===== src/rtl/sclk_gen_pkg.sv =====
package sclk_gen_pkg;

    typedef enum logic [1:0] {
        PH_IDLE = 2'd0,
        PH_HIGH = 2'd1,
        PH_LOW  = 2'd2
    } phase_e;

    typedef struct packed {
        logic cont;
        logic aclr;
    } ctl_bits_t;

endpackage


===== src/rtl/sclk_ctl_reg.sv =====
module sclk_ctl_reg
    import sclk_gen_pkg::*;
(
    input  logic      clk,
    input  logic      rst_n,
    input  logic      wr_en,
    input  ctl_bits_t wr_val,
    input  logic      rx_char_done,
    output ctl_bits_t ctl_q
);

    logic      self_clear_evt;
    ctl_bits_t ctl_nxt;

    assign self_clear_evt = ctl_q.aclr && rx_char_done;

    always_comb begin
        ctl_nxt = ctl_q;
        if (self_clear_evt) begin
            // self-clear takes priority over a concurrent write
            ctl_nxt = '0;
        end else if (wr_en) begin
            ctl_nxt = wr_val;
        end
    end

    always_ff @(posedge clk or negedge rst_n) begin
        if (!rst_n) ctl_q <= '0;
        else        ctl_q <= ctl_nxt;
    end

endmodule


===== src/rtl/sclk_phase_fsm.sv =====
module sclk_phase_fsm
    import sclk_gen_pkg::*;
(
    input  logic clk,
    input  logic rst_n,
    input  logic tick,
    input  logic want_clk,
    output logic sclk_q
);

    phase_e state_q, state_nxt;

    always_comb begin
        state_nxt = state_q;
        unique case (state_q)
            PH_IDLE: if (tick && want_clk) state_nxt = PH_HIGH;   // START
            PH_HIGH: if (tick)             state_nxt = PH_LOW;    // FALL
            PH_LOW:  if (tick)             state_nxt = want_clk ? PH_HIGH  // REPEAT
                                                                : PH_IDLE; // PARK
            default:                       state_nxt = PH_IDLE;
        endcase
    end

    // state register
    always_ff @(posedge clk or negedge rst_n) begin
        if (!rst_n) state_q <= PH_IDLE;
        else        state_q <= state_nxt;
    end

    // registered output, glitch-free pin drive
    always_ff @(posedge clk or negedge rst_n) begin
        if (!rst_n) sclk_q <= 1'b0;
        else        sclk_q <= (state_nxt == PH_HIGH);
    end

endmodule


===== src/rtl/sync_sclk_gen.sv =====
module sync_sclk_gen
    import sclk_gen_pkg::*;
(
    input  logic clk,
    input  logic rst_n,
    input  logic bit_tick,
    input  logic tx_active,
    input  logic rx_busy,
    input  logic rx_char_done,
    input  logic ctl_wr,
    input  logic ctl_cont_in,
    input  logic ctl_aclr_in,
    output logic sclk,
    output logic cont_mode,
    output logic auto_clr
);

    ctl_bits_t ctl_wval;
    ctl_bits_t ctl_cur;
    logic      want_clk;

    assign ctl_wval.cont = ctl_cont_in;
    assign ctl_wval.aclr = ctl_aclr_in;

    sclk_ctl_reg u_ctl (
        .clk          (clk),
        .rst_n        (rst_n),
        .wr_en        (ctl_wr),
        .wr_val       (ctl_wval),
        .rx_char_done (rx_char_done),
        .ctl_q        (ctl_cur)
    );

    assign want_clk = ctl_cur.cont | tx_active | rx_busy;

    sclk_phase_fsm u_fsm (
        .clk      (clk),
        .rst_n    (rst_n),
        .tick     (bit_tick),
        .want_clk (want_clk),
        .sclk_q   (sclk)
    );

    assign cont_mode = ctl_cur.cont;
    assign auto_clr  = ctl_cur.aclr;

endmodule


===== config.mk =====
export PLATFORM = sky130hd
export DESIGN_NAME = sync_sclk_gen
export DESIGN_NICKNAME = d
export VERILOG_FILES = /design/src/rtl/sclk_gen_pkg.sv /design/src/rtl/sclk_ctl_reg.sv /design/src/rtl/sclk_phase_fsm.sv /design/src/rtl/sync_sclk_gen.sv
export SDC_FILE = /design/constraint.sdc
export NUM_CORES = 1
export LEC_CHECK = 0
export BUFFER_PORTS_ARGS = -buffer_cell sky130_fd_sc_hd__clkbuf_2
export CORE_AREA = 2 2 39 41
export CTS_CLUSTER_SIZE = 20
export DETAILED_ROUTE_END_ITERATION = 16
export DIE_AREA = 0 0 41 43
export PLACE_DENSITY_LB_ADDON = 0.2
export RECOVER_POWER = 100
export SLEW_MARGIN = 10
export SYNTH_ARGS = -nofsm -noshare
export SYNTH_HDL_FRONTEND = slang
export SYNTH_HIERARCHICAL = 1
export SYNTH_SLANG_ARGS = --single-unit

===== constraint.sdc =====
create_clock -name clk -period 2.2 [get_ports clk]
set_input_delay 0.11 -clock clk [delete_from_list [all_inputs] [get_ports clk]]
set_output_delay 0.11 -clock clk [all_outputs]
set_load 0.05 [all_outputs]

* Word level (Yosys, flattened, before mapping)
Index checks and enable logic that the tools add are counted.
Cells by class: equal/unequal tests 3, mux-type cells 7, reduce and logical (&&, ||, !) cells 4, bitwise gates (word level) 2
Operator list (count):
- 2-bit 2-to-1 mux | 5
- 2-bit one-hot mux with 3 select lines | 1
- 2-bit by 1-bit == test with 1-bit output (second input constant) | 2
- 2-bit == test (second input constant) | 1
- 1-bit logical AND | 2
- 2-bit logical NOT | 1
- 1-bit bitwise OR | 2
- 2-bit nonzero test | 1
- 1-bit 2-to-1 mux | 1
Word-level totals: register bits 5, input bits 9, output and inout port bits 3

* Longest topological paths before layout
Gate-level depths: netlist of run 1.
depth in word-level cells 6, gate-level depth with buffers 3, mapped depth without buffers 3

* By module
Netlist of run 1, hierarchy kept.
Modules (own cells, without submodules):
- sclk_phase_fsm | cells each 9, times used 1, area an instance 115.1 um2
- sclk_ctl_reg | cells each 6, times used 1, area an instance 80.1 um2
- sync_sclk_gen | cells each 1, times used 1, area an instance 6.3 um2

* Worst setup path after synthesis of run 1
OpenSTA, ideal clock, no wires.
path kind register to register, from register u_ctl/ctl_q[1] in the netlist's numbering, to register u_fsm.sclk_q, cell stages (with the launch flop) 4, setup time 122 ps, arrival time 1096 ps, slack 981 ps, path through dfrtp_1 -> or3_1 -> nand3b_1 -> o21ai_1
On the way: longest elaborated chain between the ends 6
RTL lines:
- start: declaration | RTL line sclk_ctl_reg.sv:9 | output ctl_bits_t ctl_q
- start signal: assignment | RTL line sclk_ctl_reg.sv:29 | else ctl_q <= ctl_nxt;
- 1-bit bitwise OR * (2 in a row) | RTL line sync_sclk_gen.sv:34 | assign want_clk = ctl_cur.cont | tx_active | rx_busy;
- net want_clk | RTL line sync_sclk_gen.sv:20 | logic want_clk;
- 1-bit 2-to-1 mux or 1-bit logical AND (tied branches) | RTL line sclk_phase_fsm.sv:18, sclk_phase_fsm.sv:16
- 2-bit 2-to-1 mux, on equally long branches | RTL line sclk_phase_fsm.sv:18, sclk_phase_fsm.sv:16
- 2-bit one-hot mux with 3 select lines * | RTL line sclk_phase_fsm.sv:15 | unique case (state_q)
- 2-bit by 1-bit == test with 1-bit output * | RTL line sclk_phase_fsm.sv:33 | else sclk_q <= (state_nxt == PH_HIGH);
- end signal: assignment | RTL line sclk_phase_fsm.sv:33
- end: declaration | RTL line sclk_phase_fsm.sv:8 | output logic sclk_q
The timed path passes the listed nets; every way through them passes the cells marked *. A chain may end at the register's enable or synchronous reset.

* Worst setup path in the final report of run 1
from register u_ctl/ctl_q[0] in the netlist's numbering, to output auto_clr
RTL lines:
- end: declaration | RTL line sync_sclk_gen.sv:15 | output logic auto_clr
No word-level cell between the ends.

==> results of run 1 <==
==> layout make-up <==
class | instances | area, um^2 | area share [%]
well taps | 16 | 20.0 | 6.50
repair buffers | 12 | 60.1 | 19.5
flip-flops and latches | 5 | 125 | 40.7
clock buffers | 4 | 26.3 | 8.54
multi-input cells | 11 | 76.3 | 24.8
==> repair_timing <==
action                     in CTS  in global routing
hold endpoints to repair        5                  0
resized for setup               0                  0
setup endpoints to repair       0                  0
setup buffers                   0                  0
hold buffers                    1                  0
==> report_power, final <==
part,internal [mW],switching (mW),leakage (nW),total [mW]
Sequential,0.111,0.00931,0.0625,0.120
Combinational,0.0240,0.0534,0.0697,0.0774
Clock,0.0682,0.0319,0.0150,0.100
Total,0.203,0.0946,0.147,0.298
==> cell families (layout without fill, tap and decap cells) <==
kind of cell / count (synthesis) / in the layout / share of synthesized area (%)
buffers and inverters: 0 / 16 / 0
muxes: 3 / 3 / 14.9
AOI/OAI and AO/OA: 4 / 4 / 9.94
and+or+nand+nor: 4 / 4 / 13.0
DFF: 5 / 5 / 62.1
==> per-layer routing <==
layer	share of wire [%]	vias to the layer above
met5	0	-
met4	0	0
met3	17	0
met2	45	12
met1	37	86
li1	-	90
==> state kept, by name, indices dropped and copies added, names as in the netlist <==
| register | cells |
|---|---|
| u_ctl/ctl_q | 2 |
| u_fsm/state_q | 2 |
| u_fsm/sclk_q | 1 |
==> metrics by stage <==
step / util, % / instance area, um^2 / hold WS [ns] / total power [mW] / setup slack [ns]
after CTS: 22.6 / 313 / 0.0597 / 0.310 / 1.15
after global placement: 20.0 / 277 / -0.0688 / 0.200 / 1.19
final: 22.2 / 308 / 0.0656 / 0.298 / 0.995
after global routing: 22.2 / 308 / 0.0697 / 0.321 / 0.945
after floorplan: - / 201 / -0.186 / 0.178 / 0.981
after detailed placement: 20.0 / 277 / -0.0673 / 0.203 / 1.17
==> placed cells by master (no fill, tap or decap) <==
cell type / count
clkbuf_1: 5
dfrtp_1: 5
or3_1: 1
o21ai_0: 2
clkbuf_4: 3
a21oi_1: 2
clkbuf_2: 7
dlygate4sd3_1: 1
mux2i_1: 3
nand2b_1: 2
nand3b_1: 1
==> how the worst min path moves through the flow <==
| stage | from | to | slack [ns] | depth (start not counted) |
|---|---|---|---|---|
| finish | rx_char_done | u_ctl/ctl_q[1]$_DFFE_PN0P_ | 0.07 | 2 |
| global route | rx_char_done | u_ctl/ctl_q[0]$_DFFE_PN0P_ | 0.07 | 2 |
| CTS | rx_char_done | u_ctl/ctl_q[1]$_DFFE_PN0P_ | 0.06 | 2 |
| detailed placement | rst_n | u_fsm/sclk_q$_DFF_PN0_ | -0.07 | 1 |
| global placement | rst_n | u_fsm/sclk_q$_DFF_PN0_ | -0.07 | 1 |
| floorplan | rst_n | u_ctl/ctl_q[0]$_DFFE_PN0P_ | -0.19 | 0 |
==> flow_metrics.env, run 1 <==
export IMPL_run_status="completed"
export IMPL_crit_reg2reg_launch="u_ctl/ctl_q[1]$_DFFE_PN0P_"
export IMPL_gr_usage_met2_pct=7.81
export IMPL_post_layout_nonfiller_instances=48
export IMPL_die_h_um=43
export IMPL_postSynth_topFlopCell="dfrtp_1"
export IMPL_pin_count_of_the_biggest_net_entering_global_routing=6
export IMPL_initial_antenna_violation_count=0
export IMPL_port_buffers=11
export IMPL_layout_skew_ns=0.00356
export IMPL_path_delay_family="buffers and inverters"
export IMPL_period_minus_slack_ns=1.20
export IMPL_rrSetupSlack_ns=1.15
export IMPL_routed_via_count=188
export IMPL_synth_warning_count=6
export IMPL_detail_route_iter0_violations=0
export IMPL_path_clk_slew_ns=0.04
export IMPL_die_width_um=41
export IMPL_signed_area_change_from_the_synthesized_netlist_to_the_final_layout_pct=52.8
export IMPL_routabilityCongestion=0.534
export IMPL_globalRouteOverflowTotal=0
export IMPL_finalSetupViolCount=0
export IMPL_critical_path_max_stage_delay_ns=0.48
export IMPL_clk_latency_ns=0.23
export IMPL_diodes=0
export IMPL_detail_route_wirelength_um=422
export IMPL_mappedNetlistNets=25
export IMPL_clock_tree_buffer_depth=2
export IMPL_cp_slowest_cell="clkbuf_1"
export IMPL_critPathLaunch="u_ctl/ctl_q[0]$_DFFE_PN0P_"
export IMPL_relSlewSlack_pct=60.5
export IMPL_postSynth_asyncResetShare_pct=100
export IMPL_placeableCoreArea_um2=1380
export IMPL_number_of_cells_on_the_critical_path=1
export IMPL_cts_htree_levels=1
export IMPL_numPlacedInstances=43
export IMPL_grt_first_pass_wirelength_um=593
export IMPL_grt_busiest_layer="met2"
export IMPL_timing_worst_setup_path_type="flip-flop to output port"
export IMPL_cts_buffers_inserted=3
export IMPL_place_detailed_hpwl_um=383
export IMPL_nets=42
export IMPL_cts_num_sinks=5
export IMPL_powerDensity_nw_per_um2=967
export IMPL_io_pins=12
export IMPL_synth_enable_flop_cells=0
export IMPL_cts_tree="built"
export IMPL_initial_core_util_pct=14.6
export IMPL_row_count=14
export IMPL_worst_hold_path_type="input port to flip-flop"
export IMPL_drc=0
export IMPL_worst_setup_path_end="auto_clr"
export IMPL_antenna_violating_nets_post_route=0
export IMPL_vdd_ir_drop_max_uv=239
export IMPL_p_leak_nw=0.147
export IMPL_post_synth_cell_area_avg_um2=12.6
export IMPL_post_synth_inst_count=16
export IMPL_post_synth_top_count_cell="dfrtp_1"
export IMPL_via_per_inst=3.92
export IMPL_cp_buffers_inverters=1
export IMPL_nFillCells=153
export IMPL_crit_chain="clkbuf_1"
export IMPL_met1_usage_pct=4.55
export IMPL_timing_critical_path_required_ns=2.09
export IMPL_r2r_end="u_fsm/state_q[0]$_DFF_PN0_"
export IMPL_ff2ff_path_depth=3
export IMPL_die_area_um2=1760
export IMPL_synth_lib_cells_used_distinct=7
export IMPL_area_of_the_mapped_netlist_um2=201
export IMPL_layout_drive_gt1_share_pct=31.3
export IMPL_fin_tns_setup_ns=0
export IMPL_drv_max_cap_violation_count=0
export IMPL_critPathLaunchType="flip-flop"
export IMPL_sequential_element_share_of_the_synthesized_area_pct=62.1
export IMPL_met3_usage_pct=6.28
export IMPL_fin_crit_sh_pct=54.8
export IMPL_timing_fmax_mhz=830
export IMPL_synth_common_cells="dfrtp_1, mux2i_1, a21oi_1, nand2b_1, o21ai_1"
export IMPL_final_max_slew_viols=0
export IMPL_synthDominantAreaCellType="dfrtp_1"
export IMPL_synth_largest_type_area_fraction_pct=62.1
export IMPL_crit_path_end_kind="output port"
export IMPL_post_synth_main_area_contributors="dfrtp_1, mux2i_1, nand2b_1, a21oi_1, o21ai_1"
export IMPL_worstPathArrival_ns=1.09
export IMPL_clock_tree_root_cell="clkbuf_4"
export IMPL_grt_setup_unrepaired="false"
export IMPL_yosys_register_bits=5
export IMPL_hold_viol=0
export IMPL_gr_usage_all_layers_pct=5.74
export IMPL_vias_in_the_first_global_route=183
export IMPL_critical_path_peak_fanout=4
export IMPL_worst_slew_pin_slew_ns=0.595
export IMPL_drt_pre_antenna_iters=1
export IMPL_wire_per_inst_um=8.79
No activity file was read; power rests on OpenSTA's default activity.
==> run 2, diff against run 1 <==
==> constraint.sdc (replaced) <==
create_clock -name clk -period 1.1 [get_ports clk]
set_input_delay 0.055 -clock clk [delete_from_list [all_inputs] [get_ports clk]]
set_output_delay 0.055 -clock clk [all_outputs]
set_load 0.05 [all_outputs]
==> flow_metrics.env, run 2 (synthesis gave the netlist of run 1 again) <==
export IMPL_run_status="completed"
export IMPL_timing_fmax_mhz=1000
export IMPL_fin_crit_sh_pct=90.5
export IMPL_final_max_slew_viols=0
export IMPL_largest_registers="u_ctl/ctl_q x2, u_fsm/state_q x2, u_fsm/sclk_q x1"
export IMPL_signed_area_change_from_the_synthesized_netlist_to_the_final_layout_pct=60.2
export IMPL_timing_worst_setup_path_type="flip-flop to flip-flop"
export IMPL_gr_usage_all_layers_pct=5.84
export IMPL_post_cts_buffers=0
export IMPL_cts_htree_levels=1
export IMPL_port_buffers=11
export IMPL_worst_hold_path_type="input port to flip-flop"
export IMPL_io_pins=12
export IMPL_fin_util_pct=23.3
export IMPL_die_h_um=43
export IMPL_number_of_gates_resized_after_cts=0
export IMPL_detail_route_iter0_violations=1
export IMPL_critical_path_max_stage_delay_ns=0.40
export IMPL_timing_critical_path_required_ns=1.22
export IMPL_layout_commonest_cell="clkbuf_2"
export IMPL_globalRouteOverflowTotal=0
export IMPL_ff2ff_path_depth=3
export IMPL_routabilityCongestion=0.518
export IMPL_vias_in_the_first_global_route=186
export IMPL_initial_core_util_pct=14.6
export IMPL_cts_buffers_inserted=3
export IMPL_worst_slew_pin_slew_ns=0.273
export IMPL_drc=0
export IMPL_grt_first_pass_wirelength_um=607
export IMPL_layout_drive_gt1_share_pct=42.4
export IMPL_finalSetupViolCount=0
export IMPL_via_per_inst=3.57
export IMPL_clk_latency_ns=0.24
export IMPL_drv_max_cap_violation_count=0
export IMPL_die_width_um=41
export IMPL_fin_tns_setup_ns=0
export IMPL_powerDensity_nw_per_um2=1880
export IMPL_rrSetupSlack_ns=0.10
export IMPL_initial_antenna_violation_count=0
export IMPL_drt_pre_antenna_iters=2
export IMPL_vdd_ir_drop_max_uv=300
export IMPL_cp_slowest_cell="dfrtp_2"
export IMPL_period_minus_slack_ns=0.996
export IMPL_p_leak_nw=0.159
export IMPL_clock_tree_root_cell="clkbuf_4"
export IMPL_grt_setup_unrepaired="false"
export IMPL_crit_chain="or3_1, nand3b_1, o21ai_0"
export IMPL_row_count=14
export IMPL_cts_num_sinks=5
export IMPL_design_power_total_mw=0.608
export IMPL_diodes=0
export IMPL_r2r_end="u_fsm/sclk_q$_DFF_PN0_"
export IMPL_routed_via_count=175
export IMPL_hold_viol=0
export IMPL_cts_tree="built"
export IMPL_wire_per_inst_um=8.57
export IMPL_layout_skew_ns=0.00251
export IMPL_place_detailed_hpwl_um=371
export IMPL_pin_count_of_the_biggest_net_entering_global_routing=6
export IMPL_detail_route_wirelength_um=420
export IMPL_critical_path_peak_fanout=3
export IMPL_worst_setup_path_end="u_fsm/sclk_q$_DFF_PN0_"
export IMPL_die_area_um2=1760
export IMPL_worstPathArrival_ns=1.11
export IMPL_finalHoldWorstSlack_ns=0.0554
export IMPL_post_layout_nonfiller_instances=49
export IMPL_placeableCoreArea_um2=1380
export IMPL_crit_path_end_kind="flip-flop"
export IMPL_nets=43
export IMPL_numPlacedInstances=43
export IMPL_critPathLaunch="u_ctl/ctl_q[1]$_DFFE_PN0P_"
export IMPL_layout_common_cells="clkbuf_2, dfrtp_1, clkbuf_4, mux2i_1"
export IMPL_path_clk_slew_ns=0.04
export IMPL_critPathLaunchType="flip-flop"
export IMPL_post_cts_hold_buffer_count=2
export IMPL_relSlewSlack_pct=81.8
export IMPL_antenna_violating_nets_post_route=0
export IMPL_clock_tree_buffer_depth=2
export IMPL_crit_reg2reg_launch="u_ctl/ctl_q[1]$_DFFE_PN0P_"
[run 2: changes by cell type in the layout (fill, tap and decap cells not counted), sizes merged]
cell and change:
dlygate4sd3 +1
[run 2: worst min path at each step]
stage                     startpoint                    endpoint  slack [ns]  cells after the start
final                       bit_tick  u_fsm/state_q[1]$_DFF_PN0_        0.06                      2
after global routing        bit_tick  u_fsm/state_q[1]$_DFF_PN0_        0.05                      2
after floorplan                rst_n  u_ctl/ctl_q[0]$_DFFE_PN0P_       -0.24                      0
after global placement         rst_n      u_fsm/sclk_q$_DFF_PN0_       -0.12                      1
after CTS                   bit_tick      u_fsm/sclk_q$_DFF_PN0_        0.05                      2
after detailed placement       rst_n      u_fsm/sclk_q$_DFF_PN0_       -0.12                      1
[run 2: power by group]
part | leakage, nW | internal, mW | total, mW | switching [mW]
Sequential | 0.0613 | 0.223 | 0.243 | 0.0198
Clock | 0.0150 | 0.137 | 0.205 | 0.0687
Combinational | 0.0832 | 0.0550 | 0.160 | 0.105
[run 2: layout make-up]
class / count / area (um^2)
well taps: 16 / 20.0
repair buffers: 13 / 73.8
fillers: 156 / 1060
clock buffers: 4 / 26.3
flip-flops and latches: 5 / 126
multi-input cells: 11 / 76.3
[run 2: critical path: cells and delay by family (launching register included)]
| family | cells | cell delay (ns) |
|---|---|---|
| and+or+nand+nor | 2 | 0.40 |
| DFF | 1 | 0.40 |
| AOI/OAI and AO/OA | 1 | 0.08 |
[run 2: layer usage]
metal | routed length [um] | up-vias | GRT usage [%]
met5 | 0 | - | 0
met4 | 0 | 0 | 6.00
met3 | 61 | 0 | 4.71
met2 | 199 | 12 | 8.75
met1 | 159 | 72 | 3.88
li1 | - | 91 | -
[run 2: metrics by stage]
stage               setup slack [ns]  area [um^2]
floorplan                    0.00549          203
global placement               0.125          278
detailed placement             0.115          278
CTS                            0.107          324
global route                  0.0537          323
finish                         0.104          323
==> run 3, diff against run 2 <==
--- a/config.mk
+++ b/config.mk
@@ -10,6 +10,7 @@
 export CTS_CLUSTER_SIZE = 20
 export DETAILED_ROUTE_END_ITERATION = 16
 export DIE_AREA = 0 0 41 43
+export GPL_TIMING_DRIVEN = 0
 export PLACE_DENSITY_LB_ADDON = 0.2
 export RECOVER_POWER = 100
 export SLEW_MARGIN = 10
==> flow_metrics.env, run 3 (synthesis gave the netlist of run 1 again) <==
export IMPL_cts_buffers_inserted=3
export IMPL_period_minus_slack_ns=1.01
export IMPL_critical_path_max_stage_delay_ns=0.40
export IMPL_vias_in_the_first_global_route=160
export IMPL_crit_chain="or3_1, nand3b_1, o21ai_0"
export IMPL_gr_usage_all_layers_pct=5.56
export IMPL_crit_reg2reg_launch="u_ctl/ctl_q[1]$_DFFE_PN0P_"
export IMPL_drt_pre_antenna_iters=2
export IMPL_hold_viol=0
export IMPL_vdd_ir_drop_max_uv=490
export IMPL_initial_antenna_violation_count=0
export IMPL_powerDensity_nw_per_um2=1890
export IMPL_clock_tree_buffer_depth=2
export IMPL_critical_path_peak_fanout=3
export IMPL_die_h_um=43
export IMPL_placeableCoreArea_um2=1380
export IMPL_cts_tree="built"
export IMPL_worst_hold_path_type="input port to flip-flop"
export IMPL_worstHoldStart="bit_tick"
export IMPL_drv_max_cap_violation_count=0
export IMPL_detail_route_iter0_violations=2
export IMPL_cp_slowest_cell="dfrtp_2"
export IMPL_relSlewSlack_pct=81.6
export IMPL_diodes=0
export IMPL_path_delay_family="simple AND/OR/NAND/NOR gates"
export IMPL_die_area_um2=1760
export IMPL_worstPathArrival_ns=1.12
export IMPL_die_width_um=41
export IMPL_grt_setup_unrepaired="false"
export IMPL_worst_slew_pin_slew_ns=0.277
export IMPL_crit_path_end_kind="flip-flop"
export IMPL_cp_buffers_inverters=0
export IMPL_layout_commonest_cell="clkbuf_2"
export IMPL_globalRouteOverflowTotal=0
export IMPL_p_leak_nw=0.159
export IMPL_timing_critical_path_required_ns=1.21
export IMPL_cts_htree_levels=1
export IMPL_signed_area_change_from_the_synthesized_netlist_to_the_final_layout_pct=60.2
export IMPL_timing_fmax_mhz=992
export IMPL_cts_num_sinks=5
export IMPL_clock_tree_root_cell="clkbuf_4"
export IMPL_routabilityCongestion=0.525
export IMPL_pin_count_of_the_biggest_net_entering_global_routing=6
export IMPL_finalHoldWorstSlack_ns=0.0702
export IMPL_initial_core_util_pct=14.6
export IMPL_routed_via_count=170
export IMPL_grt_first_pass_wirelength_um=552
export IMPL_layout_common_cells="clkbuf_2, dfrtp_1, clkbuf_4, mux2i_1"
export IMPL_path_clk_slew_ns=0.04
export IMPL_critPathLaunch="u_ctl/ctl_q[1]$_DFFE_PN0P_"
export IMPL_nFillCells=152
export IMPL_fin_tns_setup_ns=0
export IMPL_row_count=14
export IMPL_finalSetupViolCount=0
export IMPL_antenna_violating_nets_post_route=0
export IMPL_port_buffers=11
export IMPL_final_max_slew_viols=0
export IMPL_clk_latency_ns=0.23
export IMPL_io_pins=12
export IMPL_layout_skew_ns=0.00147
export IMPL_layout_drive_gt1_share_pct=42.4
export IMPL_via_per_inst=3.47
export IMPL_timing_worst_setup_path_type="flip-flop to flip-flop"
export IMPL_wire_per_inst_um=8.47
export IMPL_detail_route_wirelength_um=415
export IMPL_critPathLaunchType="flip-flop"
export IMPL_fin_crit_sh_pct=91.6
export IMPL_post_cts_buffers=0
export IMPL_drc=0
export IMPL_largest_registers="u_ctl/ctl_q x2, u_fsm/state_q x2, u_fsm/sclk_q x1"
export IMPL_nets=43
export IMPL_run_status="completed"
==> run 3: cell counts in the layout (fill, tap and decap cells not counted) <==
No cell type changed its count.
==> run 3: metrics by stage <==
stage	setup slack [ns]	total power [mW]	util [%]	cells	instance area, um^2
6_report	0.0919	0.609	23.3	49	323
5_1_grt	0.0337	0.656	23.3	49	323
4_1_cts	0.0948	0.622	22.7	48	314
3_5_place_dp	0.107	0.407	20.1	43	278
3_3_place_gp	0.109	0.401	20.1	43	278
2_1_floorplan	0.00549	0.356	-	16	203
==> run 3: what timing repair did <==
action / 4_1_cts / 5_1_grt
hold buffers: 1 / 1
gates resized for setup: 0 / 0
endpoints found under the hold margin: 5 / 2
==> run 3: path summary, 6_finish.rpt <==
path | to | slack (ns) | cells past startpoint
max | u_fsm/state_q[0]$_DFF_PN0_ | 0.09 | 3
min | u_fsm/state_q[1]$_DFF_PN0_ | 0.07 | 2
max reg2reg | u_fsm/state_q[0]$_DFF_PN0_ | 0.09 | 3
min reg2reg | u_ctl/ctl_q[1]$_DFFE_PN0P_ | 0.50 | 1
max in group asynchronous | u_ctl/ctl_q[1]$_DFFE_PN0P_ | 0.67 | 2
min in group asynchronous | u_fsm/sclk_q$_DFF_PN0_ | 0.20 | 2
==> run 3: cell type report <==
| cell class | count | area (um^2) | share of cell area, % |
|---|---|---|---|
| Timing Repair Buffer | 13 | 73.8 | 22.9 |
| Sequential cell | 5 | 126 | 39.1 |
| Multi-Input combinational cell | 11 | 76.3 | 23.6 |
| Tap cell | 16 | 20.0 | 6.20 |
| Clock buffer | 4 | 26.3 | 8.14 |
==> run 3: where the power goes <==
group          internal [mW]  switching [mW]  total, mW  leakage [nW]
Sequential             0.223          0.0199      0.243        0.0613
Combinational         0.0550           0.107      0.162        0.0832
Clock                  0.137          0.0672      0.204        0.0150
Total                  0.415           0.194      0.609         0.159
==> run 3: layer usage <==
metal	routed length [um]	GRT usage, %
met1	174	4.93
met2	169	6.88
met3	71	4.71
met4	0	6.00
met5	0	0
